==> src/rtl/tcam_pkg.sv <==
// Package: shared sizes and gate-style helper functions for the ternary array.
// Assumes: helpers are pure combinational single-bit functions.
package tcam_pkg;
    parameter int unsigned TCAM_ROWS = 4;
    parameter int unsigned TCAM_COLS = 5;

    // Equality of two bits (inverted exclusive-or).
    function automatic logic f_same(input logic a, input logic b);
        return ~(a ^ b);
    endfunction

    // Two-input select: returns b when sel is 1, else a.
    function automatic logic f_sel(input logic sel, input logic a, input logic b);
        return sel ? b : a;
    endfunction

    // Two-input conjunction used as one link of a match chain.
    function automatic logic f_link(input logic a, input logic b);
        return a & b;
    endfunction
endpackage

==> src/rtl/tcam_row_dec.sv <==
// Module: write row decoder with enable. Produces a one-hot row select
// when en_i is high and all zeros otherwise.
// Assumes: addr_i is always within ROWS.
module tcam_row_dec #(
    parameter int unsigned ROWS = 4,
    parameter int unsigned AW   = 2
) (
    input  logic            en_i,
    input  logic [AW-1:0]   addr_i,
    output logic [ROWS-1:0] sel_o
);
    // Decode the address into a gated one-hot select.
    always_comb begin
        for (int r = 0; r < ROWS; r++) begin
            sel_o[r] = en_i && (addr_i == AW'(r));
        end
    end
endmodule

==> src/rtl/tcam_cell.sv <==
// Module: one ternary bit position. Compares the stored bit with the
// search bit, substitutes a constant 1 when the wildcard bit is set, and
// ANDs the verdict onto the incoming chain value.
// Assumes: purely combinational; storage lives in the enclosing row.
module tcam_cell
    import tcam_pkg::*;
(
    input  logic val_i,
    input  logic wild_i,
    input  logic srch_i,
    input  logic chain_i,
    output logic chain_o
);
    logic eq;
    logic local_ok;

    // Local verdict: equality, overridden to 1 by the wildcard select.
    always_comb begin
        eq       = f_same(val_i, srch_i);
        local_ok = f_sel(wild_i, eq, 1'b1);
        chain_o  = f_link(chain_i, local_ok);
    end
endmodule

==> src/rtl/tcam_row.sv <==
// Module: one stored word. Holds the value and wildcard bits, and forms
// the row match as a ripple chain of cells seeded with 1.
// Assumes: we_i comes from the gated decoder; srch_i is already registered.
module tcam_row #(
    parameter int unsigned COLS = 5
) (
    input  logic            clk,
    input  logic            rst_n,
    input  logic            we_i,
    input  logic [COLS-1:0] data_i,
    input  logic [COLS-1:0] mask_i,
    input  logic [COLS-1:0] srch_i,
    output logic            match_o
);
    logic [COLS-1:0] data_q;
    logic [COLS-1:0] mask_q;
    logic [COLS:0]   chain;

    // Store value and wildcard bits on a selected write; clear on reset.
    always_ff @(posedge clk) begin
        if (!rst_n) begin
            data_q <= '0;
            mask_q <= '0;
        end else if (we_i) begin
            data_q <= data_i;
            mask_q <= mask_i;
        end
    end

    // Seed the chain like a precharged matchline.
    assign chain[0] = 1'b1;

    genvar c;
    generate
        for (c = 0; c < COLS; c++) begin : g_cell
            tcam_cell u_cell (
                .val_i   (data_q[c]),
                .wild_i  (mask_q[c]),
                .srch_i  (srch_i[c]),
                .chain_i (chain[c]),
                .chain_o (chain[c+1])
            );
        end
    endgenerate

    assign match_o = chain[COLS];

    // contents hold when not selected for writing.
    p_row_hold_r3: assert property (@(posedge clk) disable iff (!rst_n)
        !we_i |=> ($stable(data_q) && $stable(mask_q)));

    // a row with every wildcard set matches any search word.
    p_allwild_match_r6: assert property (@(posedge clk) disable iff (!rst_n)
        (&mask_q) |-> match_o);

    // with no wildcards, the row matches exactly on equality.
    p_exact_match_r5: assert property (@(posedge clk) disable iff (!rst_n)
        (mask_q == '0) |-> (match_o == (data_q == srch_i)));
endmodule

==> src/rtl/tcam_prio_enc.sv <==
// Module: priority encoder. Reports whether any row matched and the
// index of the lowest-numbered matching row (0 when none match).
// Assumes: IW is wide enough to index ROWS.
module tcam_prio_enc #(
    parameter int unsigned ROWS = 4,
    parameter int unsigned IW   = 2
) (
    input  logic [ROWS-1:0] vec_i,
    output logic            hit_o,
    output logic [IW-1:0]   idx_o
);
    // Scan from the top down so that the lowest match wins.
    always_comb begin
        idx_o = '0;
        for (int r = ROWS - 1; r >= 0; r--) begin
            if (vec_i[r]) idx_o = IW'(r);
        end
        hit_o = |vec_i;
    end
endmodule

==> src/rtl/tcam_chain_top.sv <==
// Module: ternary search array top. Registers the search word, compares
// it with every row through the ripple chains, and registers the match
// vector, hit flag and lowest matching index.
// Assumes: synchronous active-low reset; one write port; search every cycle.
module tcam_chain_top
    import tcam_pkg::*;
#(
    parameter int unsigned ROWS = TCAM_ROWS,
    parameter int unsigned COLS = TCAM_COLS,
    localparam int unsigned IW  = (ROWS > 1) ? $clog2(ROWS) : 1
) (
    input  logic            clk,
    input  logic            rst_n,
    input  logic            wr_en_i,
    input  logic [IW-1:0]   wr_addr_i,
    input  logic [COLS-1:0] wr_data_i,
    input  logic [COLS-1:0] wr_mask_i,
    input  logic [COLS-1:0] srch_i,
    output logic [ROWS-1:0] match_vec_o,
    output logic            hit_o,
    output logic [IW-1:0]   hit_idx_o
);
    logic [COLS-1:0] srch_q;
    logic [ROWS-1:0] wr_sel;
    logic [ROWS-1:0] row_match;
    logic            enc_hit;
    logic [IW-1:0]   enc_idx;

    // Capture the search word.
    always_ff @(posedge clk) begin
        if (!rst_n) srch_q <= '0;
        else        srch_q <= srch_i;
    end

    tcam_row_dec #(.ROWS(ROWS), .AW(IW)) u_dec (
        .en_i   (wr_en_i),
        .addr_i (wr_addr_i),
        .sel_o  (wr_sel)
    );

    genvar r;
    generate
        for (r = 0; r < ROWS; r++) begin : g_row
            tcam_row #(.COLS(COLS)) u_row (
                .clk     (clk),
                .rst_n   (rst_n),
                .we_i    (wr_sel[r]),
                .data_i  (wr_data_i),
                .mask_i  (wr_mask_i),
                .srch_i  (srch_q),
                .match_o (row_match[r])
            );
        end
    endgenerate

    tcam_prio_enc #(.ROWS(ROWS), .IW(IW)) u_enc (
        .vec_i (row_match),
        .hit_o (enc_hit),
        .idx_o (enc_idx)
    );

    // Register the search results.
    always_ff @(posedge clk) begin
        if (!rst_n) begin
            match_vec_o <= '0;
            hit_o       <= 1'b0;
            hit_idx_o   <= '0;
        end else begin
            match_vec_o <= row_match;
            hit_o       <= enc_hit;
            hit_idx_o   <= enc_idx;
        end
    end

    // at most one row is selected for a write.
    p_dec_onehot_r2: assert property (@(posedge clk) disable iff (!rst_n)
        $onehot0(wr_sel));

    // no row is selected while the write enable is low.
    p_dec_idle_r3: assert property (@(posedge clk) disable iff (!rst_n)
        !wr_en_i |-> (wr_sel == '0));

    // without a hit, the index and the vector are zero.
    p_nohit_zero_r8: assert property (@(posedge clk) disable iff (!rst_n)
        !hit_o |-> ((hit_idx_o == '0) && (match_vec_o == '0)));

    // the reported index is a matching row, and no lower row matches.
    p_lowest_idx_r7: assert property (@(posedge clk) disable iff (!rst_n)
        hit_o |-> (match_vec_o[hit_idx_o] &&
                   ((match_vec_o & ((ROWS'(1) << hit_idx_o) - ROWS'(1))) == '0)));
endmodule

==> config.mk <==
export PLATFORM = sky130hd
export DESIGN_NAME = tcam_chain_top
export DESIGN_NICKNAME = d
export VERILOG_FILES = /design/src/rtl/tcam_pkg.sv /design/src/rtl/tcam_row_dec.sv /design/src/rtl/tcam_cell.sv /design/src/rtl/tcam_row.sv /design/src/rtl/tcam_prio_enc.sv /design/src/rtl/tcam_chain_top.sv
export SDC_FILE = /design/constraint.sdc
export NUM_CORES = 1
export LEC_CHECK = 0
export ABC_CLOCK_PERIOD_IN_PS = 3700
export BUFFER_PORTS_ARGS = -buffer_cell sky130_fd_sc_hd__buf_2
export CORE_ASPECT_RATIO = 0.7
export CORE_MARGIN = 3
export CORE_UTILIZATION = 45
export DETAILED_ROUTE_END_ITERATION = 10
export PLACE_DENSITY_LB_ADDON = 0.2
export SYNTH_ARGS = -nofsm -noshare
export SYNTH_HDL_FRONTEND = slang
export SYNTH_HIERARCHICAL = 1
export SYNTH_SLANG_ARGS = --single-unit
export TNS_END_PERCENT = 30
==> constraint.sdc <==
create_clock -name clk -period 3.7 [get_ports clk]
set_input_delay 0.555 -clock clk [delete_from_list [all_inputs] [get_ports clk]]
set_output_delay 0.555 -clock clk [all_outputs]
set_load 0.005 [all_outputs]
==> results.py <==
metrics = {
    "placed_design": {
        "placed_area_sq_um": 2400,
        "port_buffers": 26,
        "place_hpwl_microns": 2760,
        "place.gp.congestion": 0.695,
    },
    "cts": {
        "clock-sinks": 52,
        "cts_resized": 0,
        "clk_latency_ps": 300,
        "cts.clk_slew.worst_paths_ps": 90,
        "cts_buffer_depth": 2,
        "ctsHoldBuffers": 0,
        "ctsHtreeMaxLevel": 2,
        "post_cts_buffers": 0,
        "cts_buffers": 5,
        "clock-root-buffer": "clkbuf_8",
        "cts_tree": "yes",
    },
    "power_and_ir_drop": {
        "ir_drop_mv": 0.219,
        "fin_total_pwr_mw": 1.05,
        "leakagePower_nw": 0.888,
        "power_density_nw_per_um2": 422,
    },
    "finish": {
        "layout.nets": 252,
        "syn_to_final_growth_pct": 11.1,
        "nFillCells": 430,
        "stdcell_area_sq_um": 2490,
        "drive_gt1_frac": 0.193,
        "n_antenna_cell": 0,
    },
    "floorplan": {
        "fp-row-count": 20,
        "die_w_microns": 90.4,
        "start_util": 0.490,
        "die_area_sq_um": 5890,
        "core_area_sq_um": 4580,
        "boundaryPins": 27,
        "die_h_microns": 65.1,
    },
    "timing": {
        "setup_viol": 0,
        "worst_clock_skew_ps": 8.07,
        "finalHoldViolCount": 0,
        "worstMarginPinSlew_ps": 1040,
        "max_freq_mhz": 549,
        "max-slew-margin-rel": 0.301,
        "fin_setup_tns_ps": 0,
        "slew_violations": 0,
        "timing.hold.ws_ps": 452,
        "rsz0062_at_grt": "false",
        "fin_crit_sh": 0.493,
        "post-route-min-period_ps": 1820,
    },
    "detailed_routing": {
        "drc_errors": 0,
        "dr.pass1.iters": 2,
        "wl_per_cell_microns": 13.3,
        "vias": 1375,
        "dr.first_iter.drc_count": 61,
        "wirelength_microns": 3980,
        "via_per_inst": 4.60,
        "ant_nets": 0,
    },
    "logic_synthesis": {
        "yosys_warnings": 6,
        "synth.avg_cell_area_sq_um": 11.0,
        "synth_nets": 224,
        "synth_area_sq_um": 2250,
        "synth_seq_cells": 52,
        "synth_cell_types": 18,
        "synth_cells": 204,
        "ys_seq_area_frac": 0.464,
    },
    "hold_path": {
        "hp-class": "in2reg",
    },
    "run_status": {
        "status": "complete, no violations",
    },
    "global_routing": {
        "grt_max_degree": 53,
        "antenna_found_initial": 0,
        "overflow": 0,
        "grt_pass1_wl_microns": 6580,
        "gr-usage-all-layers": 0.146,
        "grt_pass1_vias": 1254,
    },
    "setup_path": {
        "startpoint_type": "register",
        "worstPathArrival_ps": 2020,
        "critPathMaxFanout": 4,
        "crit_required_ps": 3900,
        "crit_path_end_kind": "register",
        "critPathKind": "reg2reg",
    },
    "run": {
        "cap_violations": 0,
    },
}
==> cells by family (layout without fill, tap and decap cells) <==
kind of cell,after synthesis,count (layout),synth area share
AO/OA/AOI/OAI,21,21,0.0708
XOR/XNOR,20,20,0.0780
buffers and inverters,6,35,0.0267
flip-flops,52,52,0.464
multiplexers,40,40,0.178
other,4,4,0.00668
AND/OR/NAND/NOR,61,61,0.176
==> final timing paths <==
kind                                                from                       end  slack, ps  cells after the start
worst max-delay path                           srch_q[0]              hit_idx_o[0]       1880                      9
worst min-delay path                           srch_i[0]                 srch_q[0]        450                      2
worst max register to register                 srch_q[0]              hit_idx_o[0]       1880                      9
worst min register to register  g_row[3].u_row/mask_q[0]  g_row[3].u_row/mask_q[0]        520                      2
==> through the flow <==
step / setup WS, ps / instances / utilization
after floorplan: 2180 / 204 / -
after global placement: 1760 / 291 / 0.525
after detailed placement: 1710 / 291 / 0.525
after CTS: 1860 / 299 / 0.545
after global routing: 1700 / 299 / 0.545
final: 1880 / 299 / 0.545
==> cells in the mapped netlist <==
master     n  area share
dfxtp_1   52        0.46
mux2i_1   40        0.18
nor2b_1   40        0.11
o21a_1    20       0.067
xnor2_1   20       0.078
and2_2     8       0.027
buf_6      5       0.025
and2_1     4       0.011
conb_1     4      0.0067
and3b_1    2      0.0078
nor2_1     2      0.0033
a21oi_2    1      0.0039
and3_2     1      0.0033
inv_1      1      0.0017
nand2_1    1      0.0017
nand2b_1   1      0.0028
nor3_1     1      0.0022
nor3b_2    1      0.0056
==> state kept, by name, summed over array words and instances (netlist names) <==
register,flops
hit_o,1
match_vec_o,4
g_row.u_row/mask_q,20
srch_q,5
g_row.u_row/data_q,20
hit_idx_o,2
==> layer usage <==
layer / part of all wire / GRT usage / wire length [microns] / up-vias
li1: - / - / - / 723
met1: 0.58 / 0.226 / 2310 / 624
met2: 0.37 / 0.188 / 1480 / 20
met3: 0.034 / 0.0389 / 137 / 8
met4: 0.013 / 0.0573 / 53 / 0
met5: 0 / 0 / 0 / -
==> critical path, stage by stage, from the launching register on <==
cell      delay (ps)
dfxtp_1          450
xnor2_1          160
o21a_1           130
o21a_1           150
o21a_1           140
o21a_1           150
o21a_1           170
nand2b_1         130
a21oi_2           50
and2_2           180
==> final cells by class <==
type | count | area [sq um] | area share
Clock inverter | 2 | 10.0 | 0.00401
Sequential cell | 52 | 1040 | 0.417
Timing Repair Buffer | 26 | 130 | 0.0522
Clock buffer | 6 | 82.6 | 0.0331
Tap cell | 66 | 82.6 | 0.0331
Inverter | 1 | 3.75 | 0.00150
Multi-Input combinational cell | 146 | 1140 | 0.459
==> where the power goes <==
group	switching [mW]	total [mW]	internal, mW
registers	0.0147	0.597	0.582
logic	0.0563	0.122	0.0660
clock network	0.183	0.333	0.150
==> layout by cell type (no fill, tap or decap) <==
cell,count
and3_2,1
nor3_1,1
dfxtp_1,52
buf_2,26
nor2_1,2
inv_1,1
nor2b_1,40
a21oi_2,1
nand2_1,1
conb_1,4
and2_2,8
and3b_1,2
mux2i_1,40
nand2b_1,1
and2_1,4
clkinv_2,2
xnor2_1,20
nor3b_2,1
o21a_1,20
clkbuf_8,6
Note: power is estimated with default switching activity, not from simulation.
